### src/rtl/bg_pixel_shifter.sv
module bg_pixel_shifter #(
  parameter int TILE_W = 8,
  parameter int PAL_W = 14,
  parameter logic [PAL_W-1:0] PAL_BASE = 14'h3F00,
  localparam int REG_W = 2 * TILE_W,
  localparam int FX_W = $clog2(TILE_W)
) (
  input  logic              clk,
  input  logic              rst_n,
  input  logic              shift_en,
  input  logic              reload,
  input  logic [TILE_W-1:0] pat_lo_in,
  input  logic [TILE_W-1:0] pat_hi_in,
  input  logic [1:0]        attr_in,
  input  logic [FX_W-1:0]   fine_x,
  input  logic              bg_en,
  output logic [1:0]        pix_idx,
  output logic [PAL_W-1:0]  pal_addr
);

  function automatic logic [TILE_W-1:0] flip(input logic [TILE_W-1:0] b);
    for (int i = 0; i < TILE_W; i++) flip[i] = b[TILE_W-1-i];
  endfunction

  logic [REG_W-1:0] plo_q, phi_q, alo_q, ahi_q;
  logic [REG_W-1:0] plo_d, phi_d, alo_d, ahi_d;
  logic [REG_W-1:0] ld_mask;

  assign ld_mask = {REG_W{reload}};

  // shift first, then merge the incoming tile into the upper half
  assign plo_d = (shift_en ? plo_q >> 1 : plo_q) | (ld_mask & {flip(pat_lo_in), {TILE_W{1'b0}}});
  assign phi_d = (shift_en ? phi_q >> 1 : phi_q) | (ld_mask & {flip(pat_hi_in), {TILE_W{1'b0}}});
  assign alo_d = (shift_en ? alo_q >> 1 : alo_q) | (ld_mask & {{TILE_W{attr_in[0]}}, {TILE_W{1'b0}}});
  assign ahi_d = (shift_en ? ahi_q >> 1 : ahi_q) | (ld_mask & {{TILE_W{attr_in[1]}}, {TILE_W{1'b0}}});

  always_ff @(posedge clk) begin
    if (!rst_n) begin
      plo_q <= '0;
      phi_q <= '0;
      alo_q <= '0;
      ahi_q <= '0;
    end else begin
      plo_q <= plo_d;
      phi_q <= phi_d;
      alo_q <= alo_d;
      ahi_q <= ahi_d;
    end
  end

  assign pix_idx  = bg_en ? {phi_q[fine_x], plo_q[fine_x]} : 2'b00;
  assign pal_addr = PAL_BASE | PAL_W'({ahi_q[fine_x], alo_q[fine_x], pix_idx});


  reload_room_chk: assert property (@(posedge clk) disable iff (!rst_n)
    reload |-> (shift_en ? (plo_q[REG_W-1:TILE_W+1] == '0 && phi_q[REG_W-1:TILE_W+1] == '0)
                         : (plo_q[REG_W-1:TILE_W] == '0 && phi_q[REG_W-1:TILE_W] == '0)));


  shift_step_chk: assert property (@(posedge clk) disable iff (!rst_n)
    (shift_en && !reload) |=> (plo_q == ($past(plo_q) >> 1) && ahi_q == ($past(ahi_q) >> 1)));


  idle_hold_chk: assert property (@(posedge clk) disable iff (!rst_n)
    (!shift_en && !reload) |=> ($stable(plo_q) && $stable(phi_q) && $stable(alo_q) && $stable(ahi_q)));


  attr_fill_chk: assert property (@(posedge clk) disable iff (!rst_n)
    reload |=> ((alo_q[REG_W-1:TILE_W] == '0 || alo_q[REG_W-1:TILE_W] == '1) &&
                (ahi_q[REG_W-1:TILE_W] == '0 || ahi_q[REG_W-1:TILE_W] == '1)));


  blank_idx_chk: assert property (@(posedge clk) disable iff (!rst_n)
    !bg_en |-> (pal_addr[1:0] == 2'b00));


  pal_base_chk: assert property (@(posedge clk) disable iff (!rst_n)
    pal_addr[PAL_W-1:4] == PAL_BASE[PAL_W-1:4]);

endmodule

### config.mk
export PLATFORM = sky130hd
export DESIGN_NAME = bg_pixel_shifter
export DESIGN_NICKNAME = d
export VERILOG_FILES = /design/src/rtl/bg_pixel_shifter.sv
export SDC_FILE = /design/constraint.sdc
export NUM_CORES = 1
export LEC_CHECK = 0
export BUFFER_PORTS_ARGS = -buffer_cell sky130_fd_sc_hd__buf_2
export CORE_AREA = 2 2 101 54
export CTS_CLUSTER_DIAMETER = 50
export DETAILED_ROUTE_END_ITERATION = 8
export DIE_AREA = 0 0 103 56
export PLACE_DENSITY = 0.78
export SLEW_MARGIN = 30
export SYNTH_ARGS = -nofsm -noshare
export SYNTH_HDL_FRONTEND = slang
export SYNTH_SLANG_ARGS = --single-unit
### constraint.sdc
create_clock -name clk -period 2.6 [get_ports clk]
set_clock_uncertainty 0.1 [all_clocks]
set_input_delay 0.26 -clock clk [delete_from_list [all_inputs] [get_ports clk]]
set_output_delay 0.26 -clock clk [all_outputs]
set_load 0.01 [all_outputs]
Word-level counts from Yosys, hierarchy flattened
Index checks and enable logic that the tools add are counted.
- bits in registers: 64
- logic and storage cells: 26
- order comparisons: 1
- bitwise logic cells: 8
- muxes and demuxes: 13
- operators by type and width (kind ; number):
    $and A16 B16 Y16 ; 4
    $mux W16 ; 4
    $or A16 B16 Y16 ; 4
    $bmux W1 S3 ; 4
    $lt A3 B5 Y1 const B ; 1
    $mux W1 ; 4
    $mux W2 ; 1

Logic depth before layout (Yosys ltp)
Gate-level depths: netlist of the first run.
- depth in word-level cells: 3
- mapped depth: 5
- mapped depth without buffers: 3

Least setup slack after synthesis of the first run
Ideal clock, no wire load.
- path type: input -> output
- start: input fine_x[1]
- end: output pix_idx[0]
- data required time: 2240 ps
- buffers on the path: 2
- cell stages on the path: 5
- arrival time: 1317 ps
- setup slack: 923 ps
- path through: buf_2 mux4_2 mux2i_1 nor2_1 buf_4
- longest elaborated chain between the ends: 3
- ends and longest elaborated chain (element ; line ; text):
    start, declared ; 15 ; input logic [FX_W-1:0] fine_x,
    $bmux W1 S3 ; 51 ; assign pix_idx = bg_en ? {phi_q[fine_x], plo_q[fine_x]} : 2'b00;
    $mux W1 (implied by the code) ; 51 ;
    $mux W2 ; 51 ;
    end, declared ; 17 ; output logic [1:0] pix_idx,
No other way between the ends. The select of a mux whose other input is x is not followed.

Final worst setup path of the first run
- start: register alo_q[7]
- end: output pal_addr[2]
- longest elaborated chain between the ends: 2
- ends and longest elaborated chain (element ; line ; text):
    start, declared ; 25 ; logic [REG_W-1:0] plo_q, phi_q, alo_q, ahi_q;
    start signal, assigned ; 46 ; alo_q <= alo_d;
    $bmux W1 S3 ; 52 ; assign pal_addr = PAL_BASE | PAL_W'({ahi_q[fine_x], alo_q[fine_x], pix_idx});
    $mux W1 (implied by the code) ; 52 ;
    end, declared ; 18 ; output logic [PAL_W-1:0] pal_addr
No other way between the ends. The select of a mux whose other input is x is not followed.

==> results of run 1 <==
[logic make-up (layout without fill, tap and decap cells)]
family | Yosys count | after routing
AO/OA/AOI/OAI | 32 | 32
multiplexers | 72 | 72
other | 2 | 10
flip-flops | 64 | 64
AND/OR/NAND/NOR | 54 | 54
buffers and inverters | 32 | 49
[power breakdown]
group          internal (mW)  leakage, nW  total, mW  switching, mW
combinational         0.0859        0.779      0.168         0.0817
clock                  0.381       0.0842      0.708          0.327
sequential              1.02        0.523       1.05         0.0227
total                   1.49         1.39       1.92          0.432
[worst max path at each step]
stage                     slack [ns]          end  startpoint  cells past startpoint
after floorplan                 0.92   pix_idx[0]   fine_x[1]                      5
after global placement          0.82  pal_addr[3]   fine_x[0]                      4
after detailed placement        0.82  pal_addr[3]   fine_x[0]                      4
after CTS                       0.67  pal_addr[3]    ahi_q[4]                      3
after global routing            0.63   pix_idx[1]    phi_q[7]                      4
final                           0.70  pal_addr[2]    alo_q[7]                      3
[worst max-delay path, stage by stage (launching register included)]
cell     delay [ns]
dfxtp_1        0.34
mux4_1         0.47
mux2_2         0.27
buf_2          0.14
[cell type report]
class | instances | area share (%)
Clock buffer | 12 | 4.96
Clock inverter | 1 | 0.160
Inverter | 2 | 0.240
Multi-Input combinational cell | 168 | 44.8
Sequential cell | 64 | 40.9
Tap cell | 70 | 2.80
Timing Repair Buffer | 34 | 6.08
[Yosys cell counts]
| cell | count |
|---|---|
| dfxtp_1 | 64 |
| mux2i_1 | 62 |
| a21boi_0 | 30 |
| buf_4 | 12 |
| mux4_2 | 4 |
| clkbuf_1 | 8 |
| a22oi_1 | 2 |
| mux4_1 | 4 |
| nand2_1 | 18 |
| buf_2 | 9 |
| mux2_2 | 2 |
| buf_6 | 1 |
| nor2b_1 | 34 |
| conb_1 | 2 |
| inv_1 | 2 |
| nor2_1 | 2 |
[per-stage QoR]
| step | setup WS (ns) | utilization, % |
|---|---|---|
| 5_1_grt | 0.625 | 65.0 |
| 2_1_floorplan | 0.923 | - |
| 4_1_cts | 0.675 | 65.0 |
| 3_5_place_dp | 0.817 | 61.6 |
| 3_3_place_gp | 0.823 | 61.6 |
| 6_report | 0.700 | 65.0 |
[layout by cell type (no fill, tap or decap), drive strengths merged]
cell type,Yosys,final
buf,22,34
dfxtp,64,64
mux4,8,8
nor2b,34,34
mux2,2,2
clkbuf,8,12
a21boi,30,30
nor2,2,2
clkinv,0,1
inv,2,2
a22oi,2,2
conb,2,10
mux2i,62,62
nand2,18,18
[state kept, by name, summed over array words and instances (netlist names)]
name,flops
alo_q,16
plo_q,16
ahi_q,16
phi_q,16
[layer usage]
layer	part of all wire, %	track usage [%]
met5	0	0
met2	43	26.1
met4	0.70	3.95
met1	51	20.8
met3	5.9	8.29
==> results.md, run 1 <==
- Die H: 56 um
- Finished Layout Cells: 351
- Complex-gate fraction of the synthesized area: 8.46%
- Fin crit share: 73.1%
- Clock-pin slew on the worst setup and hold paths: 0.06 ns
- Register area share after synthesis: 45.1%
- DP HPWL: 3040 um
- DP Area: 2970 um2
- Simple-gate share of the synthesized area: 10.1%
- Leakage: 1.39 nW
- Avg Inst Size Synth: 11.1 um2
- DR iter-0 viols: 61
- Reg-to-Reg End: alo_q[10]
- Setup TNS: 0 ns
- Slew Limit Headroom: 44.8%
- Io pins: 42
- Layout Nets: 305
- Worst-Skew Late Latency: 0.33 ns
- Synth warnings: 0
- Starting density of the core: 58.9%
- Share of the synthesized area in the top cell type: 45.1%
- # setup viols final: 0
- Multi-input gate area: 1400 um2
- Crit Path Class: flop to output port
- Initial antenna violation count: 0
- Cells after Synth: 256
- Hold Path Sink: phi_q[12]
- CTS max path bufs: 2
- Row cnt: 18
- Post-synthesis adder-cell area fraction: 0%
- Register area: 1280 um2
- Reg2Reg Launch Point: alo_q[11]
- Hold Crit Start: pat_hi_in[3]
- Vias per inst: 5.07
- First-pass GRT wire length: 7390 um
- Final Hold Vio Count: 0
- Die Wd: 103 um
- Post-route ant nets: 0
- Largest net degree at the start of global routing: 65
- Total power: 1.92 mW
- CTS tree: done
- Worst Hold Class: input pin to flop
- Setup crit end kind: output port
- Fillers: 399
- Layout cells sized above 1: 18.5%
- Least-Margin Pin Slew: 0.828 ns
- Port Buffers: 31
- Multiplexer share of the synthesized area: 29.5%
- F_max: 0.526 GHz
- Synth area leader: dfxtp_1
- Dpl cells: 338
- Synthesized flop and latch total: 64
- Reg2reg setup slack: 1.82 ns
- Post-CTS Setup Bufs: 0
- Drt total wl: 4440 um
- Vias in the first global route: 1665
- CTS Sinks: 64
- CP arrival: 1.54 ns
- Max-cap violations: 0
- Crit path required time: 2.24 ns
- Total global routing overflow: 0
- Outcome: finished clean
- Total core area: 4820 um2
- RSZ-0062 raised after global routing: no
- Die area: 5770 um2
- Total track usage: 16.7%
- Peak fanout along the critical path: 3
- Hold-critical path depth: 3
- Final hold slack: 0.0847 ns
- Layout area overhead: 10.3%
- Post-Syn Area: 2840 um2
- Area share of xor/xnor cells in the synthesized design: 0%
- CP startpoint kind: flop
- R2r worst-path depth: 2
- Crit path time final: 1.90 ns
- Clk root buf: clkbuf_8
- Pre-antenna DRT Iters: 3
- Routability cong.: 0.734
- Main area contributors after synthesis: dfxtp_1, mux2i_1, a21boi_0
- DR vias: 1779
- Wire per inst: 12.6 um
- Post-synth cell types: 16
- Main combinational cell family by area after synthesis: multiplexers
- Pins Over Slew Limit: 0
- Drc violations: 0
- Total CTS buffers: 9
- Max VDD drop: 0.366 mV
- Cts hold-fix bufs: 0
- Post-cts resize count: 0
- H-tree depth: 3
- Power Dens Cells: 614 nW/um2
- # diodes: 0
- Fin area: 3130 um2
(Power assumes the default switching activity.)
==> run 2: changes to the inputs <==
--- a/config.mk
+++ b/config.mk
@@ -5,12 +5,13 @@
 export SDC_FILE = /design/constraint.sdc
 export NUM_CORES = 1
 export LEC_CHECK = 0
+export ABC_AREA = 1
 export BUFFER_PORTS_ARGS = -buffer_cell sky130_fd_sc_hd__buf_2
-export CORE_AREA = 2 2 101 54
+export CORE_AREA = 2 2 103 55
 export CTS_CLUSTER_DIAMETER = 50
 export DETAILED_ROUTE_END_ITERATION = 8
-export DIE_AREA = 0 0 103 56
-export PLACE_DENSITY = 0.78
+export DIE_AREA = 0 0 105 57
+export PLACE_DENSITY = 0.74
 export SLEW_MARGIN = 30
 export SYNTH_ARGS = -nofsm -noshare
 export SYNTH_HDL_FRONTEND = slang
==> constraint.sdc (replaced) <==
create_clock -name clk -period 1.89 [get_ports clk]
set_clock_uncertainty 0.1 [all_clocks]
set_input_delay 0.189 -clock clk [delete_from_list [all_inputs] [get_ports clk]]
set_output_delay 0.189 -clock clk [all_outputs]
set_load 0.01 [all_outputs]
==> run 2 against run 1 <==
Non-clock buffer count increased by 5. Combinational power rose by 100%. Count of clock-buffer cells in the layout down 3. Utilization shrank 5.0 points. Cell area is 0.72% lower. Area after synthesis down 1.6%. Wire length rose by 29%. Global-route usage grew 4.5 points. Sequential cell count stayed put. Sequential share of layout area rose by 0.30 points. Clock power grew 64%. Critical path type unchanged.
==> results.md, run 2 <==
- Total core area: 5180 um2 (+7.5%)
- CTS tree: done
- Total CTS buffers: 9 (unchanged)
- Dpl cells: 480 (+42%)
- Die area: 5990 um2 (+3.8%)
- Synth cell count leaders: nand2_1, dfxtp_1, nor2_1
- Pre-antenna DRT Iters: 4 (+1)
- Clk root buf: clkbuf_8
- Leakage: 1.44 nW (+4.1%)
- Drc violations: 0 (unchanged)
- Crit Path Class: flop to output port
- Starting density of the core: 53.9% (-5.0 points)
- Layout cells sized above 1: 13.1% (-5.4 points)
- Most common cell after layout, fill and taps aside: nand2_1
- DP HPWL: 3680 um (+21%)
- Wire per inst: 11.5 um (-9.2%)
- Synth area leader: dfxtp_1
- RSZ-0062 raised after global routing: no
- Post-synth cell types: 17 (+1)
- Share of the synthesized area in the top cell type: 45.9% (+0.73 points)
- Synth warnings: 0 (unchanged)
- Vias in the first global route: 2210 (+33%)
- Post-synth EDFFs: 0 (unchanged)
- Crit path required time: 1.60 ns (-0.64 ns)
- Synth Flop Type: dfxtp_1
- Routability cong.: 0.808 (+10%)
- Clk pwr share: 38.7% (+1.9 points)
- Synthesized flop and latch total: 64 (unchanged)
- F_max: 0.645 GHz
- Worst Hold Class: input pin to flop
- Pins Over Slew Limit: 0 (unchanged)
- Sequential power share: 49.9% (-4.5 points)
- Final worst setup slack: 0.340 ns (-0.360 ns)
- Io pins: 42 (unchanged)
- H-tree depth: 3 (unchanged)
- Fin crit share: 82.0%
- Main area contributors after synthesis: dfxtp_1, nand2_1, o21ai_0
- Combinational share of power: 11.4% (+2.7 points)
- Slew Limit Headroom: 52.6% (+7.7 points)
- Die Wd: 105 um (+1.9%)
- Pre-CTS setup slack: 0.353 ns (-0.463 ns)
- Setup crit end kind: output port
- Row cnt: 19 (+1)
- Int Pwr: 2.18 mW (+46%)
- Total track usage: 21.2% (+4.5 points)
- Power Dens Cells: 961 nW/um2 (+57%)
- Setup TNS: 0 ns (unchanged)
- CTS max path bufs: 2 (unchanged)
- Cells after Synth: 400 (+56%)
- Die H: 57 um (+1.8%)
- Register area share after synthesis: 45.9% (+0.73 points)
- Outcome: finished clean
- Final hold slack: 0.00886 ns (-0.0758 ns)
- Most frequent cells in the layout: nand2_1, dfxtp_1, nor2_1
- Avg Inst Size Synth: 6.98 um2 (-37%)
- # setup viols final: 0 (unchanged)
- Crit path time final: 1.55 ns
- Reg2reg setup slack: 1.10 ns (-0.72 ns)
- Psw: 0.809 mW (+88%)
- Layout area overhead: 11.2%
- Post-route ant nets: 0 (unchanged)
- DR iter-0 viols: 103 (+69%)
- Max-cap violations: 0 (unchanged)
- CP startpoint kind: flop
- Post-Syn Area: 2790 um2 (-1.6%)
- Largest net degree at the start of global routing: 48 (-26%)
- Port Buffers: 31 (unchanged)
- # diodes: 0 (unchanged)
- Peak fanout along the critical path: 2 (-1)
- Max VDD drop: 0.725 mV (+98%)
- Final Hold Vio Count: 0 (unchanged)
- CP arrival: 1.26 ns (-0.28 ns)
- Post-CTS Setup Bufs: 0 (unchanged)
- Initial antenna violation count: 0 (unchanged)
- CTS Sinks: 64 (unchanged)
- Clock-pin slew on the worst setup and hold paths: 0.07 ns (about the same)
- Worst-Skew Late Latency: 0.35 ns (+0.02 ns)
- Finished Layout Cells: 499 (+42%)
- Least-Margin Pin Slew: 0.711 ns (-0.117 ns)
- DR vias: 2435 (+37%)
- Drt total wl: 5730 um (+29%)
- Vias per inst: 4.88 (-3.7%)
- Total global routing overflow: 0 (unchanged)
- Sw frac: 27.1% (+4.6 points)
- Asr flop ratio synth: 0% (unchanged)
- First-pass GRT wire length: 10000 um (+35%)
- Most frequent cell after synthesis: nand2_1
- Layout Nets: 447 (+47%)
## run 2: cell count changes after synthesis, sizes merged, moves of 20 or more
cell	previous run	this run
nand2	18	117
a21boi	30	0
a21oi	0	20
inv	2	30
mux2i	62	0
nor2b	34	0
o21ai	0	40
nor2	2	52
## run 2: final timing paths
check | cells after the start | from | to
worst max-delay path | 7 | plo_q[3] | pix_idx[0]
worst min-delay path | 3 | pat_lo_in[0] | plo_q[15]
worst max register to register | 2 | ahi_q[9] | ahi_q[8]
worst min register to register | 2 | plo_q[15] | plo_q[15]
## run 2: worst max-delay path, stage by stage (launching register included)
cell and delay [ns]:
dfxtp_1 0.33, inv_1 0.06, nand2_1 0.05, nand3_1 0.07, nand2_1 0.07, nor2_1 0.04
nor2_2 0.14, buf_2 0.15
## run 2: metrics by stage
| stage | util (%) | power, mW | cell area, um2 |
|---|---|---|---|
| 2_1_floorplan | - | 1.79 | 2820 |
| 3_3_place_gp | 55.6 | 1.84 | 2880 |
| 3_5_place_dp | 55.6 | 1.86 | 2880 |
| 4_1_cts | 60.0 | 3.01 | 3110 |
| 5_1_grt | 60.0 | 3.14 | 3110 |
| 6_report | 60.0 | 2.99 | 3110 |
## run 2: area by class of cell
type                    instances  area [um2]
multi-input cells             277        1190
well taps                      73        91.3
flip-flops and latches         64        1280
clock buffers                   9         124
repair buffers                 39         235
fillers                       520        2070
inverters                      30         113
clock inverters                 7        72.6
## run 2: routing by layer
| layer | GRT usage, % | routed length (um) | up-vias |
|---|---|---|---|
| li1 | - | - | 1293 |
| met1 | 29.1 | 2980 | 1096 |
| met2 | 31.4 | 2440 | 42 |
| met3 | 7.20 | 269 | 4 |
| met4 | 7.62 | 38 | 0 |
| met5 | 0 | 0 | - |
## run 2: cell families (layout without fill, tap and decap cells)
group                  count (synthesis)  after routing  synth area share (%)
DFF                                   64             64                  45.9
AOI/OAI and AO/OA                     79             79                  15.0
buffers and inverters                 67             85                  12.6
and+or+nand+nor                      188            188                  26.3
other                                  2             10                 0.269
## run 2: what timing repair did
action	in CTS	in global routing
endpoints found under the hold margin	3	0
resized for setup	0	0
hold buffers	3	0
## run 2: power by group through the flow
stage	combinational (mW)	clock, mW	sequential, mW
after floorplan	0.282	0	1.51
after global placement	0.327	0	1.52
after detailed placement	0.335	0	1.52
after CTS	0.342	1.18	1.49
after global routing	0.398	1.24	1.50
final	0.340	1.16	1.49
==> run 3: changes to the inputs <==
--- a/config.mk
+++ b/config.mk
@@ -5,13 +5,13 @@
 export SDC_FILE = /design/constraint.sdc
 export NUM_CORES = 1
 export LEC_CHECK = 0
-export ABC_AREA = 1
+export ABC_AREA = 0
 export BUFFER_PORTS_ARGS = -buffer_cell sky130_fd_sc_hd__buf_2
-export CORE_AREA = 2 2 103 55
+export CORE_AREA = 2 2 109 58
 export CTS_CLUSTER_DIAMETER = 50
 export DETAILED_ROUTE_END_ITERATION = 8
-export DIE_AREA = 0 0 105 57
-export PLACE_DENSITY = 0.74
+export DIE_AREA = 0 0 111 60
+export PLACE_DENSITY = 0.7
 export SLEW_MARGIN = 30
 export SYNTH_ARGS = -nofsm -noshare
 export SYNTH_HDL_FRONTEND = slang
==> constraint.sdc (replaced) <==
create_clock -name clk -period 1.4 [get_ports clk]
set_clock_uncertainty 0.1 [all_clocks]
set_input_delay 0.14 -clock clk [delete_from_list [all_inputs] [get_ports clk]]
set_output_delay 0.14 -clock clk [all_outputs]
set_load 0.01 [all_outputs]
==> run 3 against run 2 <==
Global-route usage decreased by 3.5 points. Largest power group is now the clock network. Cell count decreased by 20%. Sequential cell count unchanged. Critical path depth is 4 lower. Power rose by 48%. Clock power is 80% higher. Sequential power grew 31%. Die area increased by 11%. Utilization up 2.7 points. Register-to-register slack worse by 0.58 ns. Highest routed layer unchanged. Cell area grew 17%. Worst setup slack lost 0.68 ns. The run now ends with negative setup slack left.
==> results.md, run 3 (synthesis results as in run 1) <==
- Outcome: finished, violations left
- Violated checks: negative setup slack
- # setup viols final: 6 (+6)
- Die area: 6660 um2 (+11%)
- Vias per inst: 4.83 (-0.93%)
- First-pass GRT wire length: 8940 um (-11%)
- CP startpoint kind: flop
- Finished Layout Cells: 399 (-20%)
- Port Buffers: 31 (unchanged)
- Combinational share of power: 8.7% (-2.7 points)
- Drt total wl: 5490 um (-4.2%)
- Reg2reg setup slack: 0.52 ns (-0.58 ns)
- Drc violations: 0 (unchanged)
- Routability cong.: 0.727 (-10%)
- Reg-to-Reg End: ahi_q[0]
- Hold-critical path depth: 3 (unchanged)
- Most frequent cells in the layout: mux2i_1, dfxtp_1, nor2b_1
- Setup TNS: -1.90 ns (-1.90 ns)
- Critical path's largest stage delay: 0.45 ns (+0.12 ns)
- Layout Nets: 343 (-23%)
- DP HPWL: 3590 um (-2.5%)
- Crit path cell chain: mux4_2, mux2_4, buf_6
- CTS Sinks: 64 (unchanged)
- Final Hold Vio Count: 0 (unchanged)
- Io pins: 42 (unchanged)
- Fin crit share: 124%
- Pins Over Slew Limit: 0 (unchanged)
- Largest net degree at the start of global routing: 65 (+35%)
- Peak fanout along the critical path: 2 (unchanged)
- Vias in the first global route: 1790 (-19%)
- Fin area: 3620 um2 (+17%)
- DP Area: 3130 um2 (+8.6%)
- CTS max path bufs: 2 (unchanged)
- Crit path required time: 1.16 ns (-0.44 ns)
- Hold Path Sink: plo_q[10]
- Leakage: 1.61 nW (+12%)
- Pre-CTS setup slack: -0.132 ns (-0.486 ns)
- Max VDD drop: 0.601 mV (-17%)
- H-tree depth: 3 (unchanged)
- Setup crit end kind: output port
- Clk root buf: clkbuf_16
- Fillers: 454 (-13%)
- Max-cap violations: 0 (unchanged)
- Clk pwr share: 47.3% (+8.6 points)
- Total global routing overflow: 0 (unchanged)
- Layout cells sized above 1: 28.6% (+15 points)
- Pre-antenna DRT Iters: 4 (unchanged)
- Worst Hold Class: input pin to flop
- Initial antenna violation count: 0 (unchanged)
- Layout area overhead: 27.6%
- Final hold slack: 0.0584 ns (+0.0495 ns)
- Total track usage: 17.7% (-3.5 points)
- Starting density of the core: 49.1% (-4.8 points)
- Clock-pin slew on the worst setup and hold paths: 0.05 ns (-0.02 ns)
- Wire per inst: 13.8 um (+20%)
- Hold Crit Start: reload
- F_max: 0.575 GHz
- Row cnt: 20 (+1)
- Int Pwr: 3.48 mW (+60%)
- Power Dens Cells: 1220 nW/um2 (+27%)
- R2r worst-path depth: 3 (+1)
- Sequential power share: 44.0% (-5.9 points)
- Final worst setup slack: -0.338 ns (-0.678 ns)
- Most common cell after layout, fill and taps aside: mux2i_1
- Die H: 60 um (+5.3%)
- Psw: 0.946 mW (+17%)
- Die Wd: 111 um (+5.7%)
- CTS tree: done
- Total core area: 5780 um2 (+12%)
- Post-route ant nets: 0 (unchanged)
- CP arrival: 1.50 ns (+0.24 ns)
- Crit path time final: 1.74 ns
- DR iter-0 viols: 73 (-29%)
- Sw frac: 21.4% (-5.7 points)
- RSZ-0062 raised after global routing: yes
- # diodes: 0 (unchanged)
- Dpl cells: 363 (-24%)
- Crit Path Class: flop to output port
- CP max-delay cell: mux4_2
- DR vias: 1929 (-21%)
- Total CTS buffers: 9 (unchanged)
- Worst-Skew Late Latency: 0.32 ns (-0.03 ns)
- Reg2Reg Launch Point: ahi_q[1]
run 3: cell types whose count changed in the layout (fill, tap and decap cells not counted), sizes merged, moves of 3 or more:
cell | before | now
a31oi | 19 | 0
a21boi | 0 | 30
nor2 | 52 | 2
o21ai | 40 | 0
nand3 | 19 | 0
mux4 | 0 | 8
nand2 | 117 | 18
buf | 36 | 56
clkbuf | 9 | 12
a21oi | 20 | 0
mux2i | 0 | 62
nor2b | 0 | 34
dlygate4sd3 | 3 | 16
inv | 30 | 2
run 3: how the worst max path moves through the flow:
stage	depth (start not counted)	slack, ns	endpoint	startpoint
final	3	-0.34	pal_addr[3]	ahi_q[3]
after floorplan	5	0.02	pix_idx[0]	fine_x[1]
after detailed placement	4	-0.13	pal_addr[3]	fine_x[0]
after CTS	3	-0.35	pal_addr[2]	alo_q[3]
after global routing	4	-0.38	pix_idx[0]	plo_q[4]
after global placement	4	-0.12	pal_addr[3]	fine_x[0]
run 3: through the flow:
| stage | utilization, % | power (mW) |
|---|---|---|
| after floorplan | - | 2.24 |
| after global placement | 54.1 | 2.31 |
| after detailed placement | 54.1 | 2.33 |
| after CTS | 62.5 | 4.47 |
| after global routing | 62.7 | 4.60 |
| final | 62.7 | 4.43 |
run 3: timing repair:
item                                   4_1_cts  5_1_grt
buffers inserted                             4        0
endpoints found under the hold margin       16        0
pin swaps                                    1        1
setup endpoints to repair                    6        6
gates resized for setup                     16        5
hold buffers                                16        0
run 3: critical path: cells and delay by family, from the launching register on:
kind	cells	cell delay, ns
flip-flops	1	0.32
buffers and inverters	1	0.12
multiplexers	2	0.73
run 3: area by class of cell:
| cell class | count | area (um2) | area share, % |
|---|---|---|---|
| multi-input combinational | 168 | 1400 | 38.5 |
| sequential | 64 | 1300 | 35.8 |
| timing repair buffer | 72 | 543 | 15.0 |
| clock buffer | 12 | 236 | 6.53 |
| tap | 77 | 96.3 | 2.66 |
| clock inverter | 4 | 45.0 | 1.24 |
| inverter | 2 | 7.51 | 0.207 |
run 3: power groups by stage:
stage	Clock, mW	Combinational [mW]	Sequential, mW
after global routing	2.23	0.423	1.95
after detailed placement	0	0.344	1.98
after floorplan	0	0.268	1.97
final	2.09	0.386	1.95
after CTS	2.14	0.387	1.95
after global placement	0	0.335	1.98
run 3: metal layers:
metal	routed length, um	track usage (%)	vias up
met5	0	0	-
met4	85	8.57	0
met3	186	5.68	8
met2	2380	25.3	26
met1	2840	24.3	909
li1	-	-	986
